`config.mk`:
```
export PLATFORM = sky130hd
export DESIGN_NAME = irq_prio_resolver
export DESIGN_NICKNAME = d
export VERILOG_FILES = /design/src/rtl/irq_prio_pkg.sv /design/src/rtl/prio_level_enc.sv /design/src/rtl/prio_service_mask.sv /design/src/rtl/prio_compare.sv /design/src/rtl/irq_prio_resolver.sv
export SDC_FILE = /design/constraint.sdc
export NUM_CORES = 1
export LEC_CHECK = 0
export BUFFER_PORTS_ARGS = -buffer_cell sky130_fd_sc_hd__buf_2
export CORE_ASPECT_RATIO = 0.75
export CORE_MARGIN = 8
export CORE_UTILIZATION = 40
export DETAILED_ROUTE_END_ITERATION = 6
export SLEW_MARGIN = 15
export SYNTH_ARGS = -nofsm -noshare
export SYNTH_HDL_FRONTEND = slang
export SYNTH_SLANG_ARGS = --single-unit
```
`constraint.sdc`:
```
create_clock -name vclk -period 3.4
set_clock_uncertainty 0.15 [all_clocks]
set_input_delay 0 -clock vclk [all_inputs]
set_output_delay 0 -clock vclk [all_outputs]
set_load 0.01 [all_outputs]
```
`src/rtl/irq_prio_pkg.sv`:
```
package irq_prio_pkg;
  localparam int unsigned NUM_LINES    = 8;
  localparam int unsigned CASCADE_LINE = 2;
endpackage

```
`src/rtl/prio_level_enc.sv`:
```
// Level = distance from the rotation base to the first set bit; N when empty.
module prio_level_enc #(
  parameter int unsigned N = irq_prio_pkg::NUM_LINES,
  localparam int unsigned W = $clog2(N)
) (
  input  logic [N-1:0] mask_i,
  input  logic [W-1:0] rot_i,
  output logic [W:0]   level_o
);
  logic [N-1:0] rel_mask;

  for (genvar p = 0; p < N; p++) begin : g_rel
    assign rel_mask[p] = mask_i[W'(p) + rot_i];
  end

  always_comb begin
    level_o = (W+1)'(N);
    for (int p = N - 1; p >= 0; p--) begin
      if (rel_mask[p]) level_o = (W+1)'(p);
    end
  end
endmodule

```
`src/rtl/prio_service_mask.sv`:
```
// Effective in-service vector used for the nesting comparison.
module prio_service_mask #(
  parameter int unsigned N       = irq_prio_pkg::NUM_LINES,
  parameter int unsigned CASCADE = irq_prio_pkg::CASCADE_LINE
) (
  input  logic [N-1:0] isr_i,
  input  logic [N-1:0] imr_i,
  input  logic         special_mask_i,
  input  logic         nested_i,
  input  logic         master_i,
  output logic [N-1:0] svc_o
);
  for (genvar i = 0; i < N; i++) begin : g_line
    if (i == CASCADE) begin : g_casc
      assign svc_o[i] = isr_i[i] & ~(special_mask_i & imr_i[i]) & ~(nested_i & master_i);
    end else begin : g_norm
      assign svc_o[i] = isr_i[i] & ~(special_mask_i & imr_i[i]);
    end
  end
endmodule

```
`src/rtl/prio_compare.sv`:
```
// Converts a level back to a line; valid only when strictly above the limit level.
module prio_compare #(
  parameter int unsigned N = irq_prio_pkg::NUM_LINES,
  localparam int unsigned W = $clog2(N)
) (
  input  logic [W:0]   level_i,
  input  logic [W:0]   limit_i,
  input  logic [W-1:0] rot_i,
  output logic         valid_o,
  output logic [W-1:0] line_o
);
  assign valid_o = level_i < limit_i;
  assign line_o  = valid_o ? level_i[W-1:0] + rot_i : '0;
endmodule

```
`src/rtl/irq_prio_resolver.sv`:
```
module irq_prio_resolver #(
  parameter int unsigned N       = irq_prio_pkg::NUM_LINES,
  parameter int unsigned CASCADE = irq_prio_pkg::CASCADE_LINE,
  localparam int unsigned W = $clog2(N)
) (
  input  logic [N-1:0] irr_i,
  input  logic [N-1:0] imr_i,
  input  logic [N-1:0] isr_i,
  input  logic [W-1:0] rot_i,
  input  logic         special_mask_i,
  input  logic         nested_i,
  input  logic         master_i,
  output logic         req_valid_o,
  output logic [W-1:0] req_line_o,
  output logic         int_o,
  output logic         eoi_valid_o,
  output logic [W-1:0] eoi_line_o
);
  localparam logic [W:0] LVL_NONE = (W+1)'(N);

  logic [N-1:0] cand;
  logic [N-1:0] svc;
  logic [W:0]   req_level;
  logic [W:0]   svc_level;
  logic [W:0]   eoi_level;

  assign cand = irr_i & ~imr_i;

  prio_service_mask #(.N(N), .CASCADE(CASCADE)) u_svc_mask (
    .isr_i          (isr_i),
    .imr_i          (imr_i),
    .special_mask_i (special_mask_i),
    .nested_i       (nested_i),
    .master_i       (master_i),
    .svc_o          (svc)
  );

  prio_level_enc #(.N(N)) u_req_enc (.mask_i(cand),  .rot_i(rot_i), .level_o(req_level));
  prio_level_enc #(.N(N)) u_svc_enc (.mask_i(svc),   .rot_i(rot_i), .level_o(svc_level));
  prio_level_enc #(.N(N)) u_eoi_enc (.mask_i(isr_i), .rot_i(rot_i), .level_o(eoi_level));

  prio_compare #(.N(N)) u_req_cmp (
    .level_i (req_level),
    .limit_i (svc_level),
    .rot_i   (rot_i),
    .valid_o (req_valid_o),
    .line_o  (req_line_o)
  );

  // Any occupied level beats the empty sentinel.
  prio_compare #(.N(N)) u_eoi_cmp (
    .level_i (eoi_level),
    .limit_i (LVL_NONE),
    .rot_i   (rot_i),
    .valid_o (eoi_valid_o),
    .line_o  (eoi_line_o)
  );

  assign int_o = req_valid_o;
endmodule

```
==> metrics.sh, run 1 <==
OUTCOME='complete, no violations'
SIMPLE_GATE_SHARE_OF_THE_SYNTHESIZED_AREA=0.189
LAYOUT_WORST_PATH_CYCLE_SHARE=0.916
SYNTH.AREA.MUX_SHARE=0.435
HP-CLASS='in2out'
FINALHOLDWORSTSLACK_NS=0.384
POSTCTSSETUPREPAIRBUFS=0
NUMBER_OF_SEQUENTIAL_CELLS=0
WORST_HOLD_STARTPOINT='rot_i[2]'
REQUIRED_NS=3.25
PLACEDINSTANCEAREA_UM2=1850
DRTPASS1ITERATIONS=4
CP_DATA_ARRIVAL_TIME_NS=2.97
SLEW_VIOL_FINAL=0
SYNTH-ADDER-AREA-SHARE=0.0794
POWER.DENSITY_nW_PER_UM2=262
TIMING.CRITICAL_PATH.SLOWEST_STAGE_CELL='sky130_fd_sc_hd__mux4_1'
GR-USAGE-ALL-LAYERS=0.126
CELLLEAKAGEPOWER_nW=0.799
DIE_Y_UM=70.9
CTS.REPAIR.RESIZED=0
GRTUSAGEMET1=0.187
FINALWORSTPATHREQUIREDPERIOD_NS=3.12
LARGEST_CELLS_BY_AREA_AFTER_SYNTHESIS='sky130_fd_sc_hd__mux4_2, sky130_fd_sc_hd__mux2i_1, sky130_fd_sc_hd__mux2_2'
FINISH.INSTANCE_AREA_UM2=1850
SEQ_AREA_UM2=0
FINALWIRELENGTH_UM=4040
PIN_COUNT_OF_THE_BIGGEST_NET_ENTERING_GLOBAL_ROUTING=16
YOSYSUNIQUECELLTYPES=49
PLACED_CELLS=264
INITIAL_CORE_UTIL=0.407
DIE_AREA_UM2=6330
GRT_PASS1_VIAS=1358
CLOCKBUFFERCOUNT=0
SYNTH_COMPOUND_AREA_FRAC=0.169
FLOORPLAN.IO_PINS=39
ENDPOINT_KIND='primary output'
GLOBALROUTE.TOTALOVERFLOW=0
SYNTH-SEQ-AREA-SHARE=0
DIE_WIDTH_UM=89.2
SYNTHESIS.NETS=209
DRC=0
SLEW-LIMIT-HEADROOM=0.584
RSZ0062_AT_GRT='no'
GP_CONGESTION=0.844
LAYOUT.CELLS.NON_FILLER=264
SYNTHESIS_TO_LAYOUT_AREA_GROWTH_PCT=15.3
SYNTHESIS.YOSYS.WARNINGS=0
CATEGORY_OF_THE_WORST_SETUP_PATH_LAUNCH_POINT='primary input'
CRIT_START='rot_i[0]'
GR-MAX-USAGE-LAYER='met2'
NUM_ANTENNA_CELLS=0
SHARE_OF_LAYOUT_CELLS_ABOVE_DRIVE_STRENGTH_1=0.388
ROUTE.DETAILED.WL_PER_INST_UM=15.3
DETAILED_PLACE_HPWL_UM=3560
FINAL-HOLD-VIOLATION-COUNT=0
SETUP_VIOL_COUNT_FINAL=0
FMAXACHIEVABLE_GHz=0.321
GRT_UTIL_MET3=0.00694
GRT_PASS1_WL_UM=6580
MAX_STAGE_DELAY_NS=0.63
POST_SYNTH_INST_COUNT=170
ANT_NETS=0
CORE.ROWCOUNT=20
FINAL_CORE_UTIL=0.469
VIASPERCELL=5.47
VIA_COUNT=1443
NETS=250
SYNTHXORXNORAREAFRAC=0.0545
PORTBUFFERS=39
DRV_CAP=0
SYNTH.AVG_CELL_AREA_UM2=9.46
GRTUSAGEMET2=0.205
DRT_FIRST_ITER_VIOLATIONS=76
WORST_IR_DROP_VDD_V=0.000154
FILLERS=415
CTS_HOLD_BUFFERS=0
ANTENNA_FOUND_INITIAL=0
CRIT_TYPE='in2out'
WORST_SLEW_PIN_SLEW_NS=0.620
SYNTH_TOP_FAMILY_BY_AREA='multiplexers'
SYNTH_TOP_AREA_CELL='sky130_fd_sc_hd__mux4_2'
CRITICAL_PATH.CELL_CHAIN='buf_2 -> inv_4 -> ha_1 -> xnor2_1 -> mux4_1 -> nand2b_1 -> nand2_1 -> a21oi_1 -> ha_1 -> o21a_1 -> o21a_1 -> o32ai_4 -> and2_1 -> buf_2'
FP.COREAREA_UM2=3950
YOSYSTOPAREACELLSHARE=0.182
CRIT_PATH_MAX_FANOUT=10
SETUP-TNS-FINAL_NS=0
POST_SYNTH_INSTANCE_AREA_UM2=1610
Yosys cell counts, types with 3 or more instances:
cell	count
sky130_fd_sc_hd__nor2_1	6
sky130_fd_sc_hd__mux2_2	10
sky130_fd_sc_hd__a21oi_1	7
sky130_fd_sc_hd__mux4_2	13
sky130_fd_sc_hd__a21boi_0	6
sky130_fd_sc_hd__inv_1	9
sky130_fd_sc_hd__mux2i_1	19
sky130_fd_sc_hd__o21ai_1	3
sky130_fd_sc_hd__nor3_1	3
sky130_fd_sc_hd__buf_6	4
sky130_fd_sc_hd__and2_1	6
sky130_fd_sc_hd__nand2b_1	12
sky130_fd_sc_hd__ha_1	7
sky130_fd_sc_hd__nor2b_1	3
sky130_fd_sc_hd__xnor2_1	4
sky130_fd_sc_hd__nand2_1	13
sky130_fd_sc_hd__o21ai_0	5
stage by stage:
step | total power [mW] | setup slack (ns)
global route | 0.538 | 0.0250
global placement | 0.487 | 0.331
finish | 0.487 | 0.285
floorplan | 0.371 | 0.516
CTS | 0.491 | 0.251
detailed placement | 0.489 | 0.252
critical path, delay by kind of cell:
kind	cells	cell delay, ns
adders and majority gates	2	0.52
xor gates and xnor gates	1	0.26
and+or+nand+nor	3	0.37
buffers and inverters	3	0.42
AOI/OAI and AO/OA	4	0.76
muxes	1	0.63
layer usage:
layer	wire [µm]	vias up
met5	0	-
met4	0	0
met3	183	0
met2	1810	21
met1	2050	684
li1	-	738
layout by cell type, fill, tap and decap left out, types with 7 or more instances in the layout:
master,instances
sky130_fd_sc_hd__nand2b_1,12
sky130_fd_sc_hd__nand2_1,13
sky130_fd_sc_hd__inv_1,9
sky130_fd_sc_hd__mux2_2,10
sky130_fd_sc_hd__mux4_2,13
sky130_fd_sc_hd__a21oi_1,7
sky130_fd_sc_hd__buf_4,8
sky130_fd_sc_hd__mux2i_1,19
sky130_fd_sc_hd__ha_1,7
sky130_fd_sc_hd__buf_2,39
final cells by class:
cell class	instances	area, µm²	share of cell area
tap	55	68.8	0.0371
multi-input combinational	152	1490	0.804
timing repair buffer	47	255	0.138
inverter	10	40.0	0.0216
path summary, 6_finish.rpt:
path	endpoint	slack [ns]	depth (start not counted)
setup / recovery	req_line_o[0]	0.28	14
hold / removal	eoi_line_o[2]	0.38	4
power breakdown:
group          internal (mW)  switching [mW]
sequential                 0               0
combinational          0.235           0.252
clock                      0               0
total                  0.235           0.252
cells by family after synthesis:
| family | Yosys count |
|---|---|
| buffers and inverters | 18 |
| and+or+nand+nor | 54 |
| AOI/OAI and AO/OA | 35 |
| adders and majority gates | 9 |
| muxes | 47 |
| xor gates and xnor gates | 7 |
No activity file was read; power rests on OpenSTA's default activity.
==> run 2, diff against run 1 <==
--- a/config.mk
+++ b/config.mk
@@ -13,4 +13,5 @@
 export SLEW_MARGIN = 15
 export SYNTH_ARGS = -nofsm -noshare
 export SYNTH_HDL_FRONTEND = slang
+export SYNTH_HIERARCHICAL = 1
 export SYNTH_SLANG_ARGS = --single-unit
==> metrics.sh, run 2 <==
OUTCOME='complete, no violations'  # unchanged
RSZ0062_AT_GRT='no'  # unchanged
ROUTE.DETAILED.WL_PER_INST_UM=17.9  # was 15.3 µm
YOSYSUNIQUECELLTYPES=41  # was 49
SYNTHESIS.YOSYS.WARNINGS=6  # was 0
LAYOUT_WORST_PATH_CYCLE_SHARE=0.944  # was 0.916
WORST_HOLD_STARTPOINT='rot_i[0]'  # was rot_i[2]
GRT_PASS1_VIAS=2102  # was 1358
DIE_WIDTH_UM=109  # was 89.2 µm
SHARE_OF_LAYOUT_CELLS_ABOVE_DRIVE_STRENGTH_1=0.432  # was 0.388
DETAILED_PLACE_HPWL_UM=5300  # was 3560 µm
SETUP-TNS-FINAL_NS=0  # unchanged
GR-USAGE-ALL-LAYERS=0.136  # was 0.126
DIE_Y_UM=85.5  # was 70.9 µm
P_INT_uW=310  # was 235 µW
ANTENNA_FOUND_INITIAL=0  # unchanged
FLOORPLAN.IO_PINS=39  # unchanged
SYNTHMOSTINSTANTIATEDCELL='sky130_fd_sc_hd__mux2_2'  # was sky130_fd_sc_hd__mux2i_1
POST_SYNTH_INSTANCE_AREA_UM2=2580  # was 1610 µm²
SYNTHESIS_TO_LAYOUT_AREA_GROWTH_PCT=11.4  # was 15.3%
HOLD_END='req_line_o[0]'  # was eoi_line_o[2]
SLEW-LIMIT-HEADROOM=0.494  # was 0.584
POST_SYNTH_INST_COUNT=247  # was 170
WORST_IR_DROP_VDD_V=0.000122  # was 0.000154 V
INITIAL_CORE_UTIL=0.412  # was 0.407
POWER_uW=633  # was 487 µW
VIASPERCELL=5.88  # was 5.47
DRTPASS1ITERATIONS=4  # unchanged
MOST_COMMON_LIBRARY_CELL_IN_THE_LAYOUT_IGNORING_FILL_AND_TAPS='sky130_fd_sc_hd__mux2_2'  # was sky130_fd_sc_hd__buf_2
ENDPOINT_KIND='primary output'  # unchanged
HOLD_PATH_DEPTH=5  # was 4
SEQPWRFRAC=0  # about the same
P_SW_FRAC=0.510  # was 0.518
CATEGORY_OF_THE_WORST_SETUP_PATH_LAUNCH_POINT='primary input'  # unchanged
P_CLK_FRAC=0  # about the same
CRIT_PATH_MAX_FANOUT=12  # was 10
POWER.DENSITY_nW_PER_UM2=220  # was 262 nW/µm²
SYNTH.AVG_CELL_AREA_UM2=10.4  # was 9.46 µm²
DETAILROUTE.WIRELENGTH.MET2_UM=2980  # was 1810 µm
PIN_COUNT_OF_THE_BIGGEST_NET_ENTERING_GLOBAL_ROUTING=22  # was 16
MET1_LENGTH_UM=3370  # was 2050 µm
SYNTH-ADDER-AREA-SHARE=0.0835  # was 0.0794
NUMBER_OF_SEQUENTIAL_CELLS=0  # unchanged
DIE_AREA_UM2=9300  # was 6330 µm²
MET3WIRELENGTH_UM=151  # was 183 µm
SYNTH_COMPOUND_AREA_FRAC=0.0951  # was 0.169
SLEW_VIOL_FINAL=0  # unchanged
FINAL-HOLD-VIOLATION-COUNT=0  # unchanged
WORST_SLEW_PIN_SLEW_NS=0.753  # was 0.620 ns
HP-CLASS='in2out'  # unchanged
GP_CONGESTION=0.870  # was 0.844
NUM_ANTENNA_CELLS=0  # unchanged
CELLLEAKAGEPOWER_nW=1.31  # was 0.799 nW
GLOBALROUTE.TOTALOVERFLOW=0  # unchanged
SYNTH_TOP_FAMILY_BY_AREA='multiplexers'  # unchanged
SYNTH.AREA.MUX_SHARE=0.553  # was 0.435
SHARE_COMB_OF_TOTAL_POWER=1.000  # about the same
WORST_SLACK_NS=0.189  # was 0.285 ns
MOST-COMMON-LAYOUT-CELLS='sky130_fd_sc_hd__mux2_2, sky130_fd_sc_hd__buf_2, sky130_fd_sc_hd__mux2i_1, sky130_fd_sc_hd__mux4_1, sky130_fd_sc_hd__inv_1'  # was sky130_fd_sc_hd__buf_2, sky130_fd_sc_hd__mux2i_1, sky130_fd_sc_hd__mux4_2, sky130_fd_sc_hd__nand2_1, sky130_fd_sc_hd__nand2b_1
CP_DATA_ARRIVAL_TIME_NS=3.06  # was 2.97 ns
LARGEST_CELLS_BY_AREA_AFTER_SYNTHESIS='sky130_fd_sc_hd__mux4_1, sky130_fd_sc_hd__mux2_2, sky130_fd_sc_hd__mux2i_1'  # was sky130_fd_sc_hd__mux4_2, sky130_fd_sc_hd__mux2i_1, sky130_fd_sc_hd__mux2_2
SYNTH-SEQ-AREA-SHARE=0  # unchanged
SYNTHXORXNORAREAFRAC=0.0340  # was 0.0545
FINALHOLDWORSTSLACK_NS=0.639  # was 0.384 ns
FINALWORSTPATHREQUIREDPERIOD_NS=3.21  # was 3.12 ns
NETS=333  # was 250
REQUIRED_NS=3.25  # about the same
FINALWIRELENGTH_UM=6560  # was 4040 µm
FMAXACHIEVABLE_GHz=0.311  # was 0.321 GHz
SEQ_AREA_UM2=0  # unchanged
SIMPLE_GATE_SHARE_OF_THE_SYNTHESIZED_AREA=0.152  # was 0.189
CLOCKBUFFERCOUNT=0  # unchanged
PORTBUFFERS=39  # unchanged
GRT_PASS1_WL_UM=10700  # was 6580 µm
DRT_FIRST_ITER_VIOLATIONS=60  # was 76
TOTAL_SWITCHING_POWER_uW=323  # was 252 µW
YOSYSTOPAREACELLSHARE=0.183  # was 0.182
FP.COREAREA_UM2=6260  # was 3950 µm²
SYNTH_TOP_AREA_CELL='sky130_fd_sc_hd__mux4_1'  # was sky130_fd_sc_hd__mux4_2
DETAILEDPLACE.WORSTSLACK_NS=-0.0134  # was 0.252 ns
POSTCTSSETUPREPAIRBUFS=0  # unchanged
POST_SYNTH_TOP_CELLS='sky130_fd_sc_hd__mux2_2, sky130_fd_sc_hd__mux2i_1, sky130_fd_sc_hd__mux4_1'  # was sky130_fd_sc_hd__mux2i_1, sky130_fd_sc_hd__mux4_2, sky130_fd_sc_hd__nand2_1
DRV_CAP=0  # unchanged
VIA_COUNT=2151  # was 1443
ROUTED.TOP_LAYER='met4'  # was met3
SETUP_VIOL_COUNT_FINAL=0  # unchanged
DRC=0  # unchanged
CORE.ROWCOUNT=25  # was 20
ANT_NETS=0  # unchanged
CRIT_TYPE='in2out'  # unchanged
[run 2: cell types whose count changed in the layout (fill, tap and decap cells not counted), moves of 5 or more]
cell                       before  now
sky130_fd_sc_hd__inv_1          9   14
sky130_fd_sc_hd__nand2b_1      12    2
sky130_fd_sc_hd__mux2i_1       19   30
sky130_fd_sc_hd__mux2_2        10   39
sky130_fd_sc_hd__mux4_1         2   18
sky130_fd_sc_hd__nor2b_4        0    8
sky130_fd_sc_hd__mux4_2        13    6
[run 2: logic make-up (layout without fill, tap and decap cells)]
logic type,count (synthesis),in the layout
adders and majority gates,16,16
other,2,4
muxes,99,99
buffers and inverters,27,63
and+or+nand+nor,60,60
AOI/OAI and AO/OA,33,33
xor gates and xnor gates,10,10
[run 2: what timing repair did]
item	4_1_cts	5_1_grt
pin swaps	0	0
gates resized for setup	1	8
setup endpoints to repair	3	8
hold buffers	0	0
cloned	0	0
[run 2: worst max path at each step]
stage / startpoint / to / slack, ns / cells after the start
finish: rot_i[1] / eoi_line_o[2] / 0.19 / 14
global route: rot_i[1] / eoi_line_o[2] / 0.03 / 14
CTS: rot_i[1] / req_line_o[1] / 0.03 / 12
detailed placement: rot_i[1] / req_line_o[1] / -0.01 / 12
global placement: rot_i[1] / req_line_o[2] / 0.02 / 12
floorplan: rot_i[0] / req_valid_o / 0.24 / 14
[run 2: area by class of cell]
| cell class | instances | area (µm²) |
|---|---|---|
| fillers | 614 | 3380 |
| inverters | 14 | 52.6 |
| multi-input cells | 222 | 2430 |
| well taps | 81 | 101 |
| repair buffers | 49 | 285 |
[run 2: stage by stage]
stage                     area (µm²)  instances  utilization
after CTS                       2820        366        0.451
after global routing            2870        366        0.459
final                           2870        366        0.459
after floorplan                 2580        249            -
after detailed placement        2820        366        0.451
after global placement          2820        366        0.451
[run 2: critical path: stages]
cell and delay, ns:
sky130_fd_sc_hd__clkbuf_4 0.17, sky130_fd_sc_hd__inv_1 0.13, sky130_fd_sc_hd__ha_4 0.30, sky130_fd_sc_hd__buf_12 0.13, sky130_fd_sc_hd__mux2_2 0.33, sky130_fd_sc_hd__mux4_2 0.52
sky130_fd_sc_hd__a22oi_1 0.19, sky130_fd_sc_hd__a31oi_1 0.15, sky130_fd_sc_hd__ha_1 0.22, sky130_fd_sc_hd__fa_1 0.37, sky130_fd_sc_hd__xor2_1 0.16, sky130_fd_sc_hd__xnor2_1 0.13
sky130_fd_sc_hd__nor3_2 0.10, sky130_fd_sc_hd__buf_2 0.15
[run 2: power groups by stage]
stage	Combinational, mW	Sequential [mW]	Clock (mW)
after floorplan	0.471	0	0
after global placement	0.606	0	0
after detailed placement	0.618	0	0
after CTS	0.622	0	0
after global routing	0.692	0	0
final	0.633	0	0
[run 2: metal layers]
metal,track usage,vias to the layer above
met5,0,-
met4,0.0124,0
met3,0.00524,6
met2,0.215,38
met1,0.205,1071
li1,-,1036
==> run 3, diff against run 2 <==
--- a/config.mk
+++ b/config.mk
@@ -6,8 +6,9 @@
 export NUM_CORES = 1
 export LEC_CHECK = 0
 export BUFFER_PORTS_ARGS = -buffer_cell sky130_fd_sc_hd__buf_2
+export CAP_MARGIN = 5
 export CORE_ASPECT_RATIO = 0.75
-export CORE_MARGIN = 8
+export CORE_MARGIN = 10
 export CORE_UTILIZATION = 40
 export DETAILED_ROUTE_END_ITERATION = 6
 export SLEW_MARGIN = 15
==> metrics.sh, run 3 (same netlist as run 2, synthesis figures left out) <==
GP_CONGESTION=0.844  # was 0.870
POSTCTSSETUPREPAIRBUFS=0  # unchanged
WORSTPATHBUFFERINVERTERCOUNT=3  # was 4
VIASPERCELL=5.68  # was 5.88
CRIT_FAMILY='adder cells'  # unchanged
GRT_PASS1_WL_UM=10400  # was 10700 µm
OUTCOME='complete, no violations'  # unchanged
DRC=0  # unchanged
DETAILED_PLACE_HPWL_UM=5110  # was 5300 µm
GLOBALROUTE.TOTALOVERFLOW=0  # unchanged
ANTENNA_FOUND_INITIAL=0  # unchanged
SEQ_AREA_UM2=0  # unchanged
DIE_AREA_UM2=10100  # was 9300 µm²
DRT_FIRST_ITER_VIOLATIONS=140  # was 60
VIA_COUNT=2086  # was 2151
ENDPOINT_KIND='primary output'  # unchanged
CTS_HOLD_BUFFERS=0  # unchanged
PIN_COUNT_OF_THE_BIGGEST_NET_ENTERING_GLOBAL_ROUTING=26  # was 22
FMAXACHIEVABLE_GHz=0.313  # was 0.311 GHz
RSZ0062_AT_GRT='no'  # unchanged
CRIT_PATH_MAX_FANOUT=9  # was 12
FINALWIRELENGTH_UM=6350  # was 6560 µm
MULTI_INPUT_AREA_UM2=2400  # was 2430 µm²
ROUTE.DETAILED.WL_PER_INST_UM=17.3  # was 17.9 µm
CLOCKBUFFERCOUNT=0  # unchanged
INITIAL_CORE_UTIL=0.410  # was 0.412
LAYOUT.CELLS.NON_FILLER=367  # was 366
NUM_ANTENNA_CELLS=0  # unchanged
MOST-COMMON-LAYOUT-CELLS='sky130_fd_sc_hd__buf_2, sky130_fd_sc_hd__mux2_2, sky130_fd_sc_hd__mux2i_1, sky130_fd_sc_hd__mux4_1, sky130_fd_sc_hd__inv_1'  # was sky130_fd_sc_hd__mux2_2, sky130_fd_sc_hd__buf_2, sky130_fd_sc_hd__mux2i_1, sky130_fd_sc_hd__mux4_1, sky130_fd_sc_hd__inv_1
FILLERS=606  # was 614
CRITICAL_PATH.CELL_CHAIN='buf_2 -> inv_1 -> ha_2 -> mux2_2 -> mux4_2 -> a22oi_1 -> a31oi_1 -> ha_1 -> fa_1 -> xor2_1 -> xnor2_1 -> nor3_2 -> buf_2'  # was clkbuf_4 -> inv_1 -> ha_4 -> buf_12 -> mux2_2 -> mux4_2 -> a22oi_1 -> a31oi_1 -> ha_1 -> fa_1 -> xor2_1 -> xnor2_1 -> nor3_2 -> buf_2
GR-USAGE-ALL-LAYERS=0.120  # was 0.136
ANT_NETS=0  # unchanged
SLEW_VIOL_FINAL=0  # unchanged
SETUP-TNS-FINAL_NS=0  # unchanged
NUMBER_OF_SEQUENTIAL_CELLS=0  # unchanged
DRV_CAP=0  # unchanged
CATEGORY_OF_THE_WORST_SETUP_PATH_LAUNCH_POINT='primary input'  # unchanged
SLEW-LIMIT-HEADROOM=0.512  # was 0.494
PORTBUFFERS=39  # unchanged
CELLLEAKAGEPOWER_nW=1.30  # was 1.31 nW
FP.COREAREA_UM2=6290  # was 6260 µm²
WORST_SLEW_PIN_SLEW_NS=0.725  # was 0.753 ns
DRTPASS1ITERATIONS=4  # unchanged
LAYOUT_WORST_PATH_CYCLE_SHARE=0.940  # was 0.944
CP_DATA_ARRIVAL_TIME_NS=3.05  # was 3.06 ns
FINAL-HOLD-VIOLATION-COUNT=0  # unchanged
SHARE_OF_LAYOUT_CELLS_ABOVE_DRIVE_STRENGTH_1=0.423  # was 0.432
CORE.ROWCOUNT=25  # unchanged
MAX_STAGE_DELAY_NS=0.53  # was 0.52 ns
CRIT_TYPE='in2out'  # unchanged
FINALWORSTPATHREQUIREDPERIOD_NS=3.20  # was 3.21 ns
FLOORPLAN.IO_PINS=39  # unchanged
DIE_Y_UM=89.5  # was 85.5 µm
WORST_IR_DROP_VDD_V=0.000105  # was 0.000122 V
REQUIRED_NS=3.25  # about the same
POWER_uW=622  # was 633 µW
NETS=334  # was 333
CTS.REPAIR.RESIZED=0  # was 1
TIMING.CRITICAL_PATH.SLOWEST_STAGE_CELL='sky130_fd_sc_hd__mux4_2'  # unchanged
CRITICAL_PATH.MOST_COMMON_CELL='sky130_fd_sc_hd__buf_2'
HP-CLASS='in2out'  # unchanged
PLACED_CELLS=367  # was 366
POWER.DENSITY_nW_PER_UM2=219  # was 220 nW/µm²
SETUP_VIOL_COUNT_FINAL=0  # unchanged
SYNTHESIS_TO_LAYOUT_AREA_GROWTH_PCT=10.0  # was 11.4%
DIE_WIDTH_UM=113  # was 109 µm
GRT_PASS1_VIAS=2023  # was 2102
[run 3: area by class of cell]
type | count | area share
Timing Repair Buffer | 50 | 0.0979
Tap cell | 81 | 0.0357
Inverter | 14 | 0.0185
Multi-Input combinational cell | 222 | 0.848
[run 3: final timing paths]
| check | end | depth (start not counted) | slack [ns] | start |
|---|---|---|---|---|
| worst max-delay path | eoi_line_o[2] | 13 | 0.20 | rot_i[1] |
| worst min-delay path | req_line_o[1] | 5 | 0.63 | rot_i[1] |
[run 3: power breakdown]
group | switching (mW) | internal, mW | total (mW)
combinational | 0.317 | 0.306 | 0.622
sequential | 0 | 0 | 0
clock | 0 | 0 | 0
[run 3: metal layers]
metal / share of wire / vias to the layer above / global-route usage
li1: - / 1040 / -
met1: 0.55 / 1019 / 0.186
met2: 0.42 / 27 / 0.184
met3: 0.025 / 0 / 0.00872
met4: 0 / 0 / 0.00345
met5: 0 / - / 0
[run 3: through the flow]
| stage | cell area (µm²) | worst slack, ns | hold WS (ns) | utilization |
|---|---|---|---|---|
| finish | 2840 | 0.204 | 0.630 | 0.451 |
| CTS | 2810 | 0.104 | 0.637 | 0.448 |
| floorplan | 2580 | 0.240 | 0.000957 | - |
| global route | 2840 | 0.0366 | 0.702 | 0.451 |
| detailed placement | 2810 | 0.122 | 0.635 | 0.448 |
| global placement | 2810 | 0.175 | 0.623 | 0.448 |
